`src/rtl/cmd_dec_pkg.sv`:
```
package cmd_dec_pkg;

   localparam logic [7:0] FIS_TYPE_H2D = 8'h27;
   localparam logic [7:0] CMD_Q_READ   = 8'h60;
   localparam logic [7:0] CMD_Q_WRITE  = 8'h61;
   localparam int         UPD_BIT      = 7;
   localparam int         SRST_BIT     = 2;
   localparam int         SRST_BYTE    = 15;
   localparam int         LBA_W        = 48;
   localparam int         CNT_W        = 16;

   typedef enum logic {TRK_RUN = 1'b0, TRK_RESET = 1'b1} trk_state_e;

   typedef struct packed {
      logic             queued;
      logic             is_write;
      logic [7:0]       cmd;
      logic [7:0]       feature;
      logic [CNT_W-1:0] count;
      logic [LBA_W-1:0] lba;
      logic [4:0]       tag;
   } fis_fields_t;

endpackage

```
`src/rtl/slot_pick.sv`:
```
module slot_pick #(
   parameter int N = 32,
   localparam int W = $clog2(N)
) (
   input  logic [N-1:0] req,
   output logic         found,
   output logic [W-1:0] idx
);
   always_comb begin
      found = 1'b0;
      idx   = '0;
      for (int i = N - 1; i >= 0; i--) begin
         if (req[i]) begin
            found = 1'b1;
            idx   = W'(i);
         end
      end
   end
endmodule

```
`src/rtl/fis_decode.sv`:
```
module fis_decode
   import cmd_dec_pkg::*;
#(
   parameter int FIS_BYTES = 20
) (
   input  logic [FIS_BYTES*8-1:0] fis,
   output logic                   hdr_ok,
   output logic                   upd,
   output logic                   srst,
   output fis_fields_t            f
);
   logic [7:0] b [FIS_BYTES];

   for (genvar k = 0; k < FIS_BYTES; k++) begin : g_byte
      assign b[k] = fis[8*k +: 8];
   end

   logic [15:0] raw_cnt;

   always_comb begin
      hdr_ok = (b[0] == FIS_TYPE_H2D) && ((b[1] == 8'h00) || b[1][UPD_BIT]);
      upd    = b[1][UPD_BIT];
      srst   = b[SRST_BYTE][SRST_BIT];

      f          = '0;
      f.cmd      = b[2];
      f.feature  = b[3];
      f.tag      = b[12][7:3];
      f.queued   = (b[2] == CMD_Q_READ) || (b[2] == CMD_Q_WRITE);
      f.is_write = (b[2] == CMD_Q_WRITE);
      raw_cnt    = {b[13], b[12]};
      if (f.queued) begin
         f.count = {b[11], b[3]};
         f.lba   = {b[10], b[9], b[8], b[6], b[5], b[4]};
      end else begin
         f.count = (raw_cnt == 16'd0) ? 16'd256 : raw_cnt;
         f.lba   = {b[10], b[9], b[8] | {4'h0, b[7][3:0]}, b[6], b[5], b[4]};
      end
   end
endmodule

```
`src/rtl/srst_track.sv`:
```
module srst_track
   import cmd_dec_pkg::*;
(
   input  logic clk,
   input  logic rst_n,
   input  logic evt,
   input  logic srst,
   output logic fire
);
   trk_state_e state_q;

   assign fire = evt && (state_q == TRK_RESET) && !srst;

   always_ff @(posedge clk or negedge rst_n) begin
      if (!rst_n) begin
         state_q <= TRK_RUN;
      end else if (evt) begin
         if (state_q == TRK_RUN && srst)
            state_q <= TRK_RESET;
         else if (state_q == TRK_RESET && !srst)
            state_q <= TRK_RUN;
      end
   end
endmodule

```
`src/rtl/tag_table.sv`:
```
module tag_table #(
   parameter int N = 32,
   localparam int W = $clog2(N)
) (
   input  logic         clk,
   input  logic         rst_n,
   input  logic         clr_all,
   input  logic         acc_valid,
   input  logic [W-1:0] acc_tag,
   input  logic         done_valid,
   input  logic [W-1:0] done_tag,
   output logic [N-1:0] busy
);
   for (genvar i = 0; i < N; i++) begin : g_tag
      always_ff @(posedge clk or negedge rst_n) begin
         if (!rst_n)
            busy[i] <= 1'b0;
         else if (acc_valid && acc_tag == W'(i))
            busy[i] <= 1'b1;
         else if (clr_all || (done_valid && done_tag == W'(i)))
            busy[i] <= 1'b0;
      end
   end
endmodule

```
`src/rtl/cmd_slot_decoder.sv`:
```
module cmd_slot_decoder
   import cmd_dec_pkg::*;
#(
   parameter int SLOTS     = 32,
   parameter int FIS_BYTES = 20,
   localparam int SLOT_W   = $clog2(SLOTS)
) (
   input  logic                   clk,
   input  logic                   rst_n,
   input  logic                   run_en,
   input  logic                   issue_set_valid,
   input  logic [SLOTS-1:0]       issue_set_mask,
   input  logic                   eng_busy,
   input  logic [FIS_BYTES*8-1:0] fis_bytes,
   input  logic                   tag_done_valid,
   input  logic [SLOT_W-1:0]      tag_done_id,
   output logic [SLOTS-1:0]       issue_vec,
   output logic                   sel_valid,
   output logic [SLOT_W-1:0]      sel_slot,
   output logic                   dec_valid,
   output logic [SLOT_W-1:0]      dec_slot,
   output logic                   dec_queued,
   output logic                   dec_write,
   output logic [7:0]             dec_cmd,
   output logic [7:0]             dec_feature,
   output logic [CNT_W-1:0]       dec_count,
   output logic [LBA_W-1:0]       dec_lba,
   output logic [SLOT_W-1:0]      dec_tag,
   output logic                   tag_accept,
   output logic [SLOTS-1:0]       tags_busy,
   output logic                   port_reset
);
   if (SLOTS < 2 || SLOTS > 32 || (1 << SLOT_W) != SLOTS) begin : g_bad_slots
      $error("SLOTS must be a power of two between 2 and 32");
   end
   if (FIS_BYTES < SRST_BYTE + 1) begin : g_bad_fis
      $error("FIS_BYTES too small for the control byte");
   end

   logic [SLOTS-1:0]  issue_q;
   logic              wait_q;
   logic [SLOT_W-1:0] wait_slot_q;
   logic              pick_found;
   logic [SLOT_W-1:0] pick_idx;
   logic              hdr_ok, upd, srst, trk_fire;
   fis_fields_t       fld;

   slot_pick #(.N(SLOTS)) u_pick (
      .req   (issue_q),
      .found (pick_found),
      .idx   (pick_idx)
   );

   fis_decode #(.FIS_BYTES(FIS_BYTES)) u_dec (
      .fis    (fis_bytes),
      .hdr_ok (hdr_ok),
      .upd    (upd),
      .srst   (srst),
      .f      (fld)
   );

   logic take, fis_ok, is_q, is_legacy, acc, retire_now, retire_wait;
   logic [SLOT_W-1:0] q_tag;
   logic [SLOTS-1:0]  clr_mask;

   assign take        = run_en && !eng_busy && !wait_q && pick_found;
   assign fis_ok      = take && hdr_ok;
   assign q_tag       = fld.tag[SLOT_W-1:0];
   assign is_q        = fis_ok && upd && fld.queued;
   assign is_legacy   = fis_ok && upd && !fld.queued;
   assign acc         = is_q && (!tags_busy[q_tag] || trk_fire);
   assign retire_now  = take && !is_legacy;
   assign retire_wait = wait_q && !eng_busy;

   srst_track u_trk (
      .clk   (clk),
      .rst_n (rst_n),
      .evt   (fis_ok),
      .srst  (srst),
      .fire  (trk_fire)
   );

   tag_table #(.N(SLOTS)) u_tags (
      .clk        (clk),
      .rst_n      (rst_n),
      .clr_all    (trk_fire),
      .acc_valid  (acc),
      .acc_tag    (q_tag),
      .done_valid (tag_done_valid),
      .done_tag   (tag_done_id),
      .busy       (tags_busy)
   );

   always_comb begin
      clr_mask = '0;
      if (retire_now)  clr_mask[pick_idx]    = 1'b1;
      if (retire_wait) clr_mask[wait_slot_q] = 1'b1;
   end

   always_ff @(posedge clk or negedge rst_n) begin
      if (!rst_n) begin
         issue_q     <= '0;
         wait_q      <= 1'b0;
         wait_slot_q <= '0;
      end else begin
         issue_q <= (issue_q & ~clr_mask) | (issue_set_valid ? issue_set_mask : '0);
         if (is_legacy) begin
            wait_q      <= 1'b1;
            wait_slot_q <= pick_idx;
         end else if (retire_wait) begin
            wait_q <= 1'b0;
         end
      end
   end

   always_ff @(posedge clk or negedge rst_n) begin
      if (!rst_n) begin
         dec_valid   <= 1'b0;
         dec_slot    <= '0;
         dec_queued  <= 1'b0;
         dec_write   <= 1'b0;
         dec_cmd     <= '0;
         dec_feature <= '0;
         dec_count   <= '0;
         dec_lba     <= '0;
         dec_tag     <= '0;
         tag_accept  <= 1'b0;
         port_reset  <= 1'b0;
      end else begin
         dec_valid  <= is_legacy || acc;
         tag_accept <= acc;
         port_reset <= trk_fire;
         if (is_legacy || acc) begin
            dec_slot    <= pick_idx;
            dec_queued  <= fld.queued;
            dec_write   <= fld.is_write;
            dec_cmd     <= fld.cmd;
            dec_feature <= fld.feature;
            dec_count   <= fld.count;
            dec_lba     <= fld.lba;
            dec_tag     <= q_tag;
         end
      end
   end

   assign issue_vec = issue_q;
   assign sel_valid = take;
   assign sel_slot  = pick_idx;

   AST_ISSUE_SET: assert property (@(posedge clk) disable iff (!rst_n)
      issue_set_valid |=> ((issue_q & $past(issue_set_mask)) == $past(issue_set_mask)));
   AST_NO_STROBE_STOPPED: assert property (@(posedge clk) disable iff (!rst_n)
      (!run_en || eng_busy) |=> !dec_valid);
   AST_BUSY_HOLDS_SLOT: assert property (@(posedge clk) disable iff (!rst_n)
      (wait_q && eng_busy) |=> (wait_q && $stable(wait_slot_q) && issue_q[wait_slot_q]));
   AST_TAG_MARKED: assert property (@(posedge clk) disable iff (!rst_n)
      tag_accept |-> (dec_valid && dec_queued && tags_busy[dec_tag]));
   AST_RESET_SINGLE: assert property (@(posedge clk) disable iff (!rst_n)
      port_reset |=> !port_reset);
   AST_RESET_CLEARS_TAGS: assert property (@(posedge clk) disable iff (!rst_n)
      (port_reset && !tag_accept) |-> (tags_busy == '0));
endmodule

```
`config.mk`:
```
export PLATFORM = sky130hd
export DESIGN_NAME = cmd_slot_decoder
export DESIGN_NICKNAME = d
export VERILOG_FILES = /design/src/rtl/cmd_dec_pkg.sv /design/src/rtl/slot_pick.sv /design/src/rtl/fis_decode.sv /design/src/rtl/srst_track.sv /design/src/rtl/tag_table.sv /design/src/rtl/cmd_slot_decoder.sv
export SDC_FILE = /design/constraint.sdc
export NUM_CORES = 1
export LEC_CHECK = 0
export BUFFER_PORTS_ARGS = -buffer_cell sky130_fd_sc_hd__buf_2
export CORE_UTILIZATION = 35
export DETAILED_ROUTE_END_ITERATION = 10
export PLACE_DENSITY_LB_ADDON = 0.25
export SLEW_MARGIN = 20
export SYNTH_ARGS = -nofsm -noshare
export SYNTH_HDL_FRONTEND = slang
export SYNTH_SLANG_ARGS = --single-unit
```
`constraint.sdc`:
```
create_clock -name clk -period 2.6 [get_ports clk]
set_input_delay 0 -clock clk [delete_from_list [all_inputs] [get_ports clk]]
set_output_delay 0 -clock clk [all_outputs]
set_load 0.05 [all_outputs]
```
==> run_results.csv <==
group,metric,value,unit
timing,tightest_slew,0.7137,ns
synthesis,ys_types,59,
grt,grt_antenna_before_repair,1,
synthesis,avgSynthCellArea,9.104,µm²
placed_design,dpl_cell_area,10320,µm²
synthesis,synth.top_cells.by_area,"dfrtp_1 51%, nand2_1 11%, o21ai_0 5.5%",
clocking,cts_tree,"built",
min_path,hold_class,"in -> reg",
cells_and_area,fin_cells,1651,
clocking,cts_root_buf,"clkbuf_16",
power,power,5.948,mW
placed_design,place_inst,1497,
cells_and_area,fin_area,12260,µm²
synthesis,synth-xor-area-share,0,%
synthesis,synth.mux.area_fraction,2.234,%
timing,clock_skew,0.01381,ns
clocking,clkSlewWorstSetupHoldPaths,0.07,ns
grt,grt_pass1_wl,46.00,mm
die,io_pins,368,
clocking,clkLatencyLatePin,0.42,ns
detailed_routing,vias,8728,
die,start_util,35.63,%
synthesis,synth_top_family_by_area,"simple AND/OR/NAND/NOR gates",
clocking,cts_buffers,17,
detailed_routing,routedWlPerCell,18.00,µm
clocking,cts.sinks,166,
critical_path,cp-end-kind,"flop",
synthesis,synth_cells,886,
synthesis,yosys_warnings,0,
grt,grt_overflow,0,
die,coreArea,22640,µm²
cells_and_area,final_nets,1558,
cells_and_area,fin_util,54.15,%
power,p_per_area,485.1,nW/µm²
timing,final-setup-viol-count,0,
cells_and_area,syn_to_final_growth,51.98,%
detailed_routing,ant_nets,0,
cells_and_area,n_fill_cell,2038,
die,die_w,153.8,µm
detailed_routing,drc,0,
die,core.rowCount,55,
clocking,cts_setup_buffers,0,
critical_path,crit_arrival,2.78,ns
placed_design,detailed_place_hpwl,20.57,mm
critical_path,startpoint_type,"flop",
critical_path,critical_path_required,2.90,ns
synthesis,async_flop_share,100.0,%
synthesis,synthAdderAreaFrac,0.1551,%
die,die_area,23660,µm²
synthesis,ys_seq_area_share,51.50,%
timing,slew_violations,0,
timing,finalCritPeriodShare,95.13,%
synthesis,synth_edf_count,0,
synthesis,synth_most_common_cell,"nand2_1",
timing,finalHoldViolations,0,
outcome,status,"complete, no violations",
synthesis,synth_flop_cell,"dfrtp_1",
clocking,clock_path_buffers,2,
grt,grt_pass1_vias,8407,
power,p_leak,6.018,nW
cells_and_area,seq_area,4155,µm²
synthesis,netlist_area,8066,µm²
grt,grt_max_degree,71,
cells_and_area,insertedDiodeCount,0,
synthesis,synth-simple-area-share,24.99,%
placed_design,io_buffers,316,
detailed_routing,drtIter0Drc,607,
die,die-height,153.8,µm
synthesis,synth-seq-cells,166,
critical_path,crit_fanout,5,
synthesis,synthTopCellsByCount,"236 x nand2_1, 166 x dfrtp_1, 89 x o21ai_0",
placed_design,place_congestion,0.9290,
synthesis,synth_top_area_share,51.50,%
detailed_routing,wirelength,29.72,mm
grt,grt_util_all_layers,24.89,%
synthesis,synth-compound-area-share,17.56,%
power,ir_drop,365.7,µV
cells_and_area,drive_gt1_share,33.24,%
detailed_routing,first_pass_iters,5,
critical_path,crit_type,"reg -> reg",
synthesis,synth_fp_nets,1090,
timing,max_freq,0.4043,GHz
cells_and_area,multi_input_area,3736,µm²
detailed_routing,via_per_inst,5.286,
clocking,htree_levels,4,
synthesis,yosysTopAreaCell,"dfrtp_1",
timing,relSlewSlack,52.27,%
flow_run,drv_cap,0,
timing,fin_crit,2.473,ns
timing,fin_tns_setup,0,ns
==> worst max-delay path, cell delays in order, from the launching register on <==
cell and delay (ns):
dfrtp_1 0.45, nor4_2 0.41, buf_4 0.18, and4_1 0.28
o2111ai_1 0.28, nor3_1 0.33, nand4_1 0.16, a32o_1 0.28
==> worst paths after layout <==
check / start / to / slack (ns) / depth (start not counted)
worst min-delay path: fis_bytes[92] / dec_count[12] / 0.03 / 4
worst max register to register: issue_vec[15] / issue_vec[22] / 0.13 / 7
max in group asynchronous: rst_n / u_tags.busy[25] / 1.67 / 3
min in group asynchronous: rst_n / issue_vec[23] / 0.15 / 2
worst max-delay path: issue_vec[15] / issue_vec[22] / 0.13 / 7
worst min register to register: dec_lba[44] / dec_lba[44] / 0.46 / 2
==> through the flow <==
stage	hold WS, ns	setup WS [ns]
6_report	0.02544	0.1266
5_1_grt	0.04303	-0.001730
4_1_cts	0.01441	0.002718
3_5_place_dp	0.04988	0.06960
3_3_place_gp	0.05959	0.08296
2_1_floorplan	-0.2956	0.1030
==> timing repair <==
| item | CTS | global route |
|---|---|---|
| endpoints found under the setup margin | 1 | 90 |
| gates resized for setup | 6 | 19 |
| hold endpoints to repair | 184 | 0 |
| hold buffers | 123 | 0 |
| pin swaps | 1 | 1 |
==> flip-flops by register name, summed over array words and instances, names as in the netlist, 8 cells and up <==
signal       cells
issue_vec       32
dec_feature      8
u_tags.busy     32
dec_lba         48
dec_count       16
dec_cmd          8
==> cell families (layout without fill, tap and decap cells) <==
kind of cell	Yosys count	in the layout
buf+inv	70	550
compound gates	219	219
simple gates	422	422
fa+ha+maj	1	1
flops	166	166
mux	8	8
==> metal layers <==
layer / global-route usage, % / vias to the layer above / wire length (µm)
li1: - / 4117 / -
met1: 32.96 / 4153 / 12700
met2: 40.54 / 393 / 14150
met3: 5.045 / 63 / 2150
met4: 8.667 / 2 / 701
met5: 0 / - / 13
==> power by group <==
| group | internal [mW] | switching (mW) |
|---|---|---|
| clock network | 1.47 | 1.16 |
| registers | 2.61 | 0.0209 |
| logic | 0.299 | 0.389 |
==> cell usage in the layout (no fill, tap or decap), types with 5 or more instances in the layout <==
cell type and count:
o311ai_0 7, o2111ai_1 6, nand3_1 10, mux4_2 8, nor4_1 6, dlygate4sd3_1 123
buf_4 63, nor2_1 44, clkbuf_16 17, or4_1 5, o21ai_0 89, and2_1 5
nor2b_1 5, o211ai_1 5, o22ai_1 24, nand4_1 23, inv_1 11, a21oi_1 24
o21bai_1 5, dfrtp_1 165, a22o_1 9, or3_1 19, nand3b_1 7, nand2_1 235
buf_2 313, a32o_1 17, nor3_1 13, nand2b_1 11, inv_6 5
==> layout make-up <==
cell class / count / area share, %
Timing Repair Buffer: 505 / 27.41
Inverter: 14 / 0.4287
Tap cell: 285 / 2.909
Clock inverter: 13 / 1.296
Clock buffer: 18 / 3.582
Sequential cell: 166 / 33.89
Multi-Input combinational cell: 650 / 30.48
Power figures use the tool's default switching activity.
